$ cat config.mk
export PLATFORM = sky130hd
export DESIGN_NAME = fsc_core
export DESIGN_NICKNAME = d
export VERILOG_FILES = /design/src/rtl/fsc_pkg.sv /design/src/rtl/fsc_sync.sv /design/src/rtl/fsc_tw_fsm.sv /design/src/rtl/fsc_core.sv
export SDC_FILE = /design/constraint.sdc
export NUM_CORES = 1
export LEC_CHECK = 0
export ABC_AREA = 1
export BUFFER_PORTS_ARGS = -buffer_cell sky130_fd_sc_hd__buf_2
export CORE_ASPECT_RATIO = 1.75
export CORE_MARGIN = 2
export CORE_UTILIZATION = 54
export DETAILED_ROUTE_END_ITERATION = 8
export PLACE_DENSITY_LB_ADDON = 0.2
export SYNTH_ARGS = -nofsm -noshare
export SYNTH_HDL_FRONTEND = slang
export SYNTH_SLANG_ARGS = --single-unit
$ cat constraint.sdc
create_clock -name clk -period 1.5 [get_ports clk]
set_input_delay 0.225 -clock clk [delete_from_list [all_inputs] [get_ports clk]]
set_output_delay 0.225 -clock clk [all_outputs]
set_load 0.01 [all_outputs]
$ cat src/rtl/fsc_pkg.sv
package fsc_pkg;

    typedef enum logic [1:0] {
        TW_OFF  = 2'd0,
        TW_RUN  = 2'd1,
        TW_HOLD = 2'd2
    } tw_state_t;

    typedef enum logic [1:0] {
        SRC_STROBE   = 2'd0,
        SRC_TIMER    = 2'd1,
        SRC_EXT_RISE = 2'd2,
        SRC_EXT_FALL = 2'd3
    } clk_src_t;

    localparam int        ADDR_W     = 2;
    localparam logic [1:0] ADDR_DATA = 2'd0;
    localparam logic [1:0] ADDR_STAT = 2'd1;
    localparam logic [1:0] ADDR_CTRL = 2'd2;

    localparam logic [1:0] WM_TWO    = 2'b10;

    // control register bit positions
    localparam int CTL_STIE   = 7;
    localparam int CTL_OVIE   = 6;
    localparam int CTL_WM_LO  = 4;
    localparam int CTL_SRC_LO = 2;
    localparam int CTL_STROBE = 1;

    // status register bit positions
    localparam int ST_START = 7;
    localparam int ST_OVF   = 6;

endpackage

$ cat src/rtl/fsc_sync.sv
module fsc_sync #(
    parameter int W      = 2,
    parameter int STAGES = 2
) (
    input  logic         clk,
    input  logic         rst_n,
    input  logic [W-1:0] async_in,
    output logic [W-1:0] lvl,
    output logic [W-1:0] lvl_d
);

    logic [STAGES-1:0][W-1:0] chain;

    always_ff @(posedge clk or negedge rst_n) begin
        if (!rst_n) begin
            chain <= '0;
            lvl_d <= '0;
        end else begin
            chain <= {chain[STAGES-2:0], async_in};
            lvl_d <= chain[STAGES-1];
        end
    end

    assign lvl = chain[STAGES-1];

endmodule

$ cat src/rtl/fsc_tw_fsm.sv
module fsc_tw_fsm
    import fsc_pkg::*;
(
    input  logic clk,
    input  logic rst_n,
    input  logic tw_mode,
    input  logic hold_req,
    input  logic flags_pending,
    output logic scl_hold
);

    tw_state_t state_q, state_d;

    always_ff @(posedge clk or negedge rst_n) begin
        if (!rst_n) state_q <= TW_OFF;
        else        state_q <= state_d;
    end

    always_comb begin
        state_d = state_q;
        unique case (state_q)
            TW_OFF: begin
                if (tw_mode) state_d = TW_RUN;
            end
            TW_RUN: begin
                if (!tw_mode)      state_d = TW_OFF;
                else if (hold_req) state_d = TW_HOLD;
            end
            TW_HOLD: begin
                if (!tw_mode)                         state_d = TW_OFF;
                else if (!flags_pending && !hold_req) state_d = TW_RUN;
            end
            default: state_d = TW_OFF;
        endcase
    end

    always_comb begin
        scl_hold = (state_q == TW_HOLD);
    end

endmodule

$ cat src/rtl/fsc_core.sv
module fsc_core
    import fsc_pkg::*;
#(
    parameter int DATA_W      = 8,
    parameter int CNT_W       = 4,
    parameter int SYNC_STAGES = 2
) (
    input  logic              clk,
    input  logic              rst_n,
    input  logic [ADDR_W-1:0] host_addr,
    input  logic              host_wr,
    input  logic [DATA_W-1:0] host_wdata,
    output logic [DATA_W-1:0] host_rdata,
    input  logic              ser_din,
    input  logic              ser_clk_in,
    input  logic              tmr_match,
    output logic              ser_dout,
    output logic              scl_hold,
    output logic              irq
);

    localparam int PAD_W = DATA_W - CNT_W - 2;

    // synchronized serial lines: bit 0 data, bit 1 clock
    logic [1:0] line_s, line_d;
    logic       din_s, clk_s, clk_rise, clk_fall, din_fall;

    fsc_sync #(.W(2), .STAGES(SYNC_STAGES)) sync_i (
        .clk      (clk),
        .rst_n    (rst_n),
        .async_in ({ser_clk_in, ser_din}),
        .lvl      (line_s),
        .lvl_d    (line_d)
    );

    assign din_s    = line_s[0];
    assign clk_s    = line_s[1];
    assign clk_rise =  line_s[1] & ~line_d[1];
    assign clk_fall = ~line_s[1] &  line_d[1];
    assign din_fall = ~line_s[0] &  line_d[0];

    // host decode
    logic wr_data, wr_stat, wr_ctrl, strobe;
    assign wr_data = host_wr && (host_addr == ADDR_DATA);
    assign wr_stat = host_wr && (host_addr == ADDR_STAT);
    assign wr_ctrl = host_wr && (host_addr == ADDR_CTRL);
    assign strobe  = wr_ctrl && host_wdata[CTL_STROBE];

    // control fields
    logic     st_ie, ov_ie;
    logic [1:0] wire_mode;
    clk_src_t clk_src;

    always_ff @(posedge clk or negedge rst_n) begin
        if (!rst_n) begin
            st_ie     <= 1'b0;
            ov_ie     <= 1'b0;
            wire_mode <= 2'b00;
            clk_src   <= SRC_STROBE;
        end else if (wr_ctrl) begin
            st_ie     <= host_wdata[CTL_STIE];
            ov_ie     <= host_wdata[CTL_OVIE];
            wire_mode <= host_wdata[CTL_WM_LO +: 2];
            clk_src   <= clk_src_t'(host_wdata[CTL_SRC_LO +: 2]);
        end
    end

    // event selection
    logic shift_evt, cnt_evt;
    always_comb begin
        unique case (clk_src)
            SRC_STROBE:   begin shift_evt = strobe;    cnt_evt = strobe;    end
            SRC_TIMER:    begin shift_evt = tmr_match; cnt_evt = tmr_match; end
            SRC_EXT_RISE: begin shift_evt = clk_rise;  cnt_evt = clk_rise | clk_fall; end
            SRC_EXT_FALL: begin shift_evt = clk_fall;  cnt_evt = clk_rise | clk_fall; end
            default:      begin shift_evt = 1'b0;      cnt_evt = 1'b0;      end
        endcase
    end

    // shift register: host write beats shift
    logic [DATA_W-1:0] sr_q;
    always_ff @(posedge clk or negedge rst_n) begin
        if (!rst_n)         sr_q <= '0;
        else if (wr_data)   sr_q <= host_wdata;
        else if (shift_evt) sr_q <= {sr_q[DATA_W-2:0], din_s};
    end

    // edge counter and overflow
    logic [CNT_W-1:0] cnt_q;
    logic             ovf_evt, ovf_flag;
    assign ovf_evt = cnt_evt && !wr_stat && (cnt_q == {CNT_W{1'b1}});

    always_ff @(posedge clk or negedge rst_n) begin
        if (!rst_n)       cnt_q <= '0;
        else if (wr_stat) cnt_q <= host_wdata[CNT_W-1:0];
        else if (cnt_evt) cnt_q <= cnt_q + 1'b1;
    end

    always_ff @(posedge clk or negedge rst_n) begin
        if (!rst_n)                               ovf_flag <= 1'b0;
        else if (ovf_evt)                         ovf_flag <= 1'b1;
        else if (wr_stat && host_wdata[ST_OVF])   ovf_flag <= 1'b0;
    end

    // two-wire start condition
    logic tw_mode, start_det, start_flag;
    assign tw_mode   = (wire_mode == WM_TWO);
    assign start_det = tw_mode && clk_s && din_fall;

    always_ff @(posedge clk or negedge rst_n) begin
        if (!rst_n)                               start_flag <= 1'b0;
        else if (start_det)                       start_flag <= 1'b1;
        else if (wr_stat && host_wdata[ST_START]) start_flag <= 1'b0;
    end

    fsc_tw_fsm tw_i (
        .clk           (clk),
        .rst_n         (rst_n),
        .tw_mode       (tw_mode),
        .hold_req      (start_det | ovf_evt),
        .flags_pending (start_flag | ovf_flag),
        .scl_hold      (scl_hold)
    );

    // outputs
    assign ser_dout = sr_q[DATA_W-1];
    assign irq      = (ovf_flag && ov_ie) || (start_flag && st_ie);

    always_comb begin
        unique case (host_addr)
            ADDR_DATA: host_rdata = sr_q;
            ADDR_STAT: host_rdata = {start_flag, ovf_flag, {PAD_W{1'b0}}, cnt_q};
            ADDR_CTRL: host_rdata = {st_ie, ov_ie, wire_mode, clk_src, 2'b00};
            default:   host_rdata = '0;
        endcase
    end

endmodule

==> impl_metrics.toml <==
[cts]
tritoncts_clock_tree = "built"
cts_buffers = 3
htree_num_levels = 1
clock-sinks = 28
cts.reportedPaths.clkPinSlew_ns = 0.10
clock_tree.root_cell = "clkbuf_8"
clkLatencyLatePin_ns = 0.28
cts-root-to-sink-buffers = 2

[hold_path]
min-delay-start = "ser_clk_in"
whs_path_depth = 1
hold_class = "in -> reg"
min_delay_worst_endpoint = "sync_i.chain[1]$_DFF_PN0_"

[yosys]
synth_enable_flop_cells = 0
synth.net_count = 194
ys_warn_count = 0
synthXorXnorAreaFrac_pct = 1.16
synthSimpleGateAreaFrac_pct = 21.0
postSynth.asyncResetShare_pct = 100
yosysSeqAreaShare_pct = 46.6
yosys-mux-area-fraction_pct = 0
synth_fa_ha_area_share_pct = 2.49
postSynthCellCount = 175
ys_seq_elements = 28
count_of_different_cell_masters_after_synthesis = 30
post_synth.cell_area_avg_um2 = 8.60
synth_top_family_by_area = "simple AND/OR/NAND/NOR gates"
synthesized_area_fraction_occupied_by_ao_oa_aoi_and_oai_cells_pct = 18.5
synth_top_flop_cell = "dfrtp_1"
synth_area_mm2 = 0.00151

[floorplanning]
initial_standard_cell_utilization_of_the_core_pct = 56.0
floorplan.core_area_mm2 = 0.00269
die_x_um = 43.9
ios = 27
row_count = 25
design.die.area_mm2 = 0.00324
die_h_um = 73.8

[sta]
min_period_ns = 1.54
rsz0062_at_grt = "yes"
timing_hold_violations_final = 0
relSlewSlack_pct = 57.6
final_setup_vio_count = 3
fin_crit_sh_pct = 103
slew_violations = 0
fin_worst_skew_ns = 0.00228
timing.hold.ws_ns = 0.0388
setup_ws_ns = -0.0393
timing.fmax_mhz = 650
max_slew.worst_pin.slew_ns = 0.635

[placed_design]
gp_congestion = 0.862
detailed_place_hpwl_um = 2510
port-buffer-count = 26

[setup_path]
timing.critical_path.arrival_ns = 1.71
highest_net_fanout_along_the_worst_path = 8
worst_ep_required_time_ns = 1.67
endpoint_kind = "flip-flop"
worst_path_largest_cell_delay_ns = 0.38
cp_num_buf_inv = 2
timing.rr.end = "sr_q[0]$_DFFE_PN0P_"
timing.critical_path.cells = "inv_1, ha_2, nor2_1, nor2_1, o21ai_2, nand2_4, buf_6, o211ai_2, o21ai_2"
timing.setup.critical_path_class = "reg -> reg"
worst_r2r_path_depth = 9
worst-r2r-setup-slack_ns = -0.04
largest_delay_contributor_family_on_the_critical_path = "flip-flops"
cp-start-kind = "flip-flop"
critPathSlowestCell = "dfrtp_1"
worstReg2RegStart = "sync_i.lvl[1]$_DFF_PN0_"

[route]
route.detailed.wl_per_inst_um = 15.2
drc = 0
via_per_instance_ratio = 5.67
dr.pass1.iters = 4
detail_route.wirelength_um = 3600
route.vias.total = 1337
initialDrtViolationCount = 38
antenna_violating_nets_post_route = 0

[layout]
finalCoreUtilization_pct = 68.5
antenna-diode-count = 0
area.growth.synth_to_final_pct = 22.4
finalNetCount = 229
drive_above_1_share_pct = 32.5

[outcome]
run_status = "finished with violations"
violated_checks = "setup timing"

[grt]
grt.overflow.total = 0
maximum_number_of_pins_on_one_net_before_global_route_repair = 29
antenna_found_initial = 0
groute.usage.overall_pct = 23.4
wire_length_of_the_first_global_routing_pass_um = 5580
grt_pass1_vias = 1260

[pwr]
power_density_over_the_cells_mw_per_mm2 = 1520
cellLeakagePower_nw = 0.955
max-vdd-ir-drop_uv = 984
totalPowerFinal_mw = 2.79

[run]
timing.max_cap.violations = 0
==> metrics by stage <==
stage	setup slack (ns)	std cells	setup TNS, ns	area, µm²
detailed placement	-0.0942	226	-0.335	1640
CTS	0.0106	232	0	1740
finish	-0.0393	236	-0.0789	1840
floorplan	0.107	175	0	1510
global placement	0.0199	226	0	1640
global route	-0.0960	236	-0.536	1840
==> repair_timing <==
item,4_1_cts,5_1_grt
pin swaps,2,9
setup endpoints to repair,12,14
resized for setup,4,20
hold endpoints to repair,28,0
buffers inserted,1,4
hold buffers,1,0
==> power by group <==
| part | leakage [nW] | internal (mW) | switching (mW) | total [mW] |
|---|---|---|---|---|
| clock network | 0.0357 | 0.358 | 0.248 | 0.606 |
| logic | 0.581 | 0.440 | 0.635 | 1.07 |
| registers | 0.339 | 0.969 | 0.145 | 1.11 |
==> Yosys cell counts (2+ instances only) <==
master,number,area (µm²)
nand3_1,8,40.0
o21ai_0,8,40.0
inv_2,2,7.51
inv_1,29,109
a21oi_1,5,25.0
nand2_2,3,18.8
ha_1,3,37.5
o221ai_1,5,43.8
nand2_4,2,22.5
nand4_1,2,12.5
o211ai_2,3,37.5
nor3_1,2,10.0
nor2_1,12,45.0
o21ai_2,4,35.0
dfrtp_1,28,701
nand2_1,34,128
o211ai_1,6,45.0
o21ai_1,6,30.0
o22ai_1,2,12.5
==> cells in the final DEF, fill, tap and decap left out, types with 6 or more instances in the layout <==
cell / Yosys / layout
nand2_1: 34 / 31
inv_1: 29 / 28
dfrtp_1: 28 / 28
buf_2: 0 / 26
nor2_1: 12 / 10
o21ai_0: 8 / 7
o21ai_2: 4 / 6
o211ai_1: 6 / 6
==> area by class of cell <==
type                    count  area (µm²)
fillers                   222         848
repair buffers             33         193
clock buffers               3        41.3
clock inverters             1        30.0
well taps                  27        33.8
flip-flops and latches     28         701
inverters                  32         123
multi-input cells         112         721
==> per-layer routing <==
layer | routed length [µm] | track usage, % | up-vias
met5 | 0 | 0 | -
met4 | 82 | 9.09 | 0
met3 | 112 | 2.21 | 7
met2 | 1980 | 41.5 | 38
met1 | 1420 | 28.5 | 646
li1 | - | - | 646
==> state kept, by name (all words and copies together), names as in the netlist <==
| register | count |
|---|---|
| clk_src | 2 |
| cnt_q | 4 |
| ov_ie | 1 |
| ovf_flag | 1 |
| sr_q | 8 |
| st_ie | 1 |
| start_flag | 1 |
| sync_i.chain | 2 |
| sync_i.lvl | 2 |
| sync_i.lvl_d | 2 |
| tw_i.state_q | 2 |
| wire_mode | 2 |
==> cells by family after synthesis <==
group | count (synthesis)
AND/OR/NAND/NOR | 67
AO/OA/AOI/OAI | 40
buffers and inverters | 35
flip-flops | 28
adder cells (fa/ha/maj) | 3
XOR/XNOR | 2
==> worst max path at each step <==
stage	start	end	cells after the start
2_1_floorplan	sync_i.lvl[1]$_DFF_PN0_	sr_q[0]$_DFFE_PN0P_	8
3_3_place_gp	sync_i.lvl[1]$_DFF_PN0_	cnt_q[0]$_DFFE_PN0P_	10
3_5_place_dp	sync_i.lvl[1]$_DFF_PN0_	cnt_q[0]$_DFFE_PN0P_	10
4_1_cts	sync_i.lvl[1]$_DFF_PN0_	tw_i.state_q[0]$_DFFE_PN0P_	10
5_1_grt	sync_i.lvl_d[1]$_DFF_PN0_	sr_q[0]$_DFFE_PN0P_	9
6_report	sync_i.lvl[1]$_DFF_PN0_	sr_q[0]$_DFFE_PN0P_	9
Power figures use the tool's default switching activity.
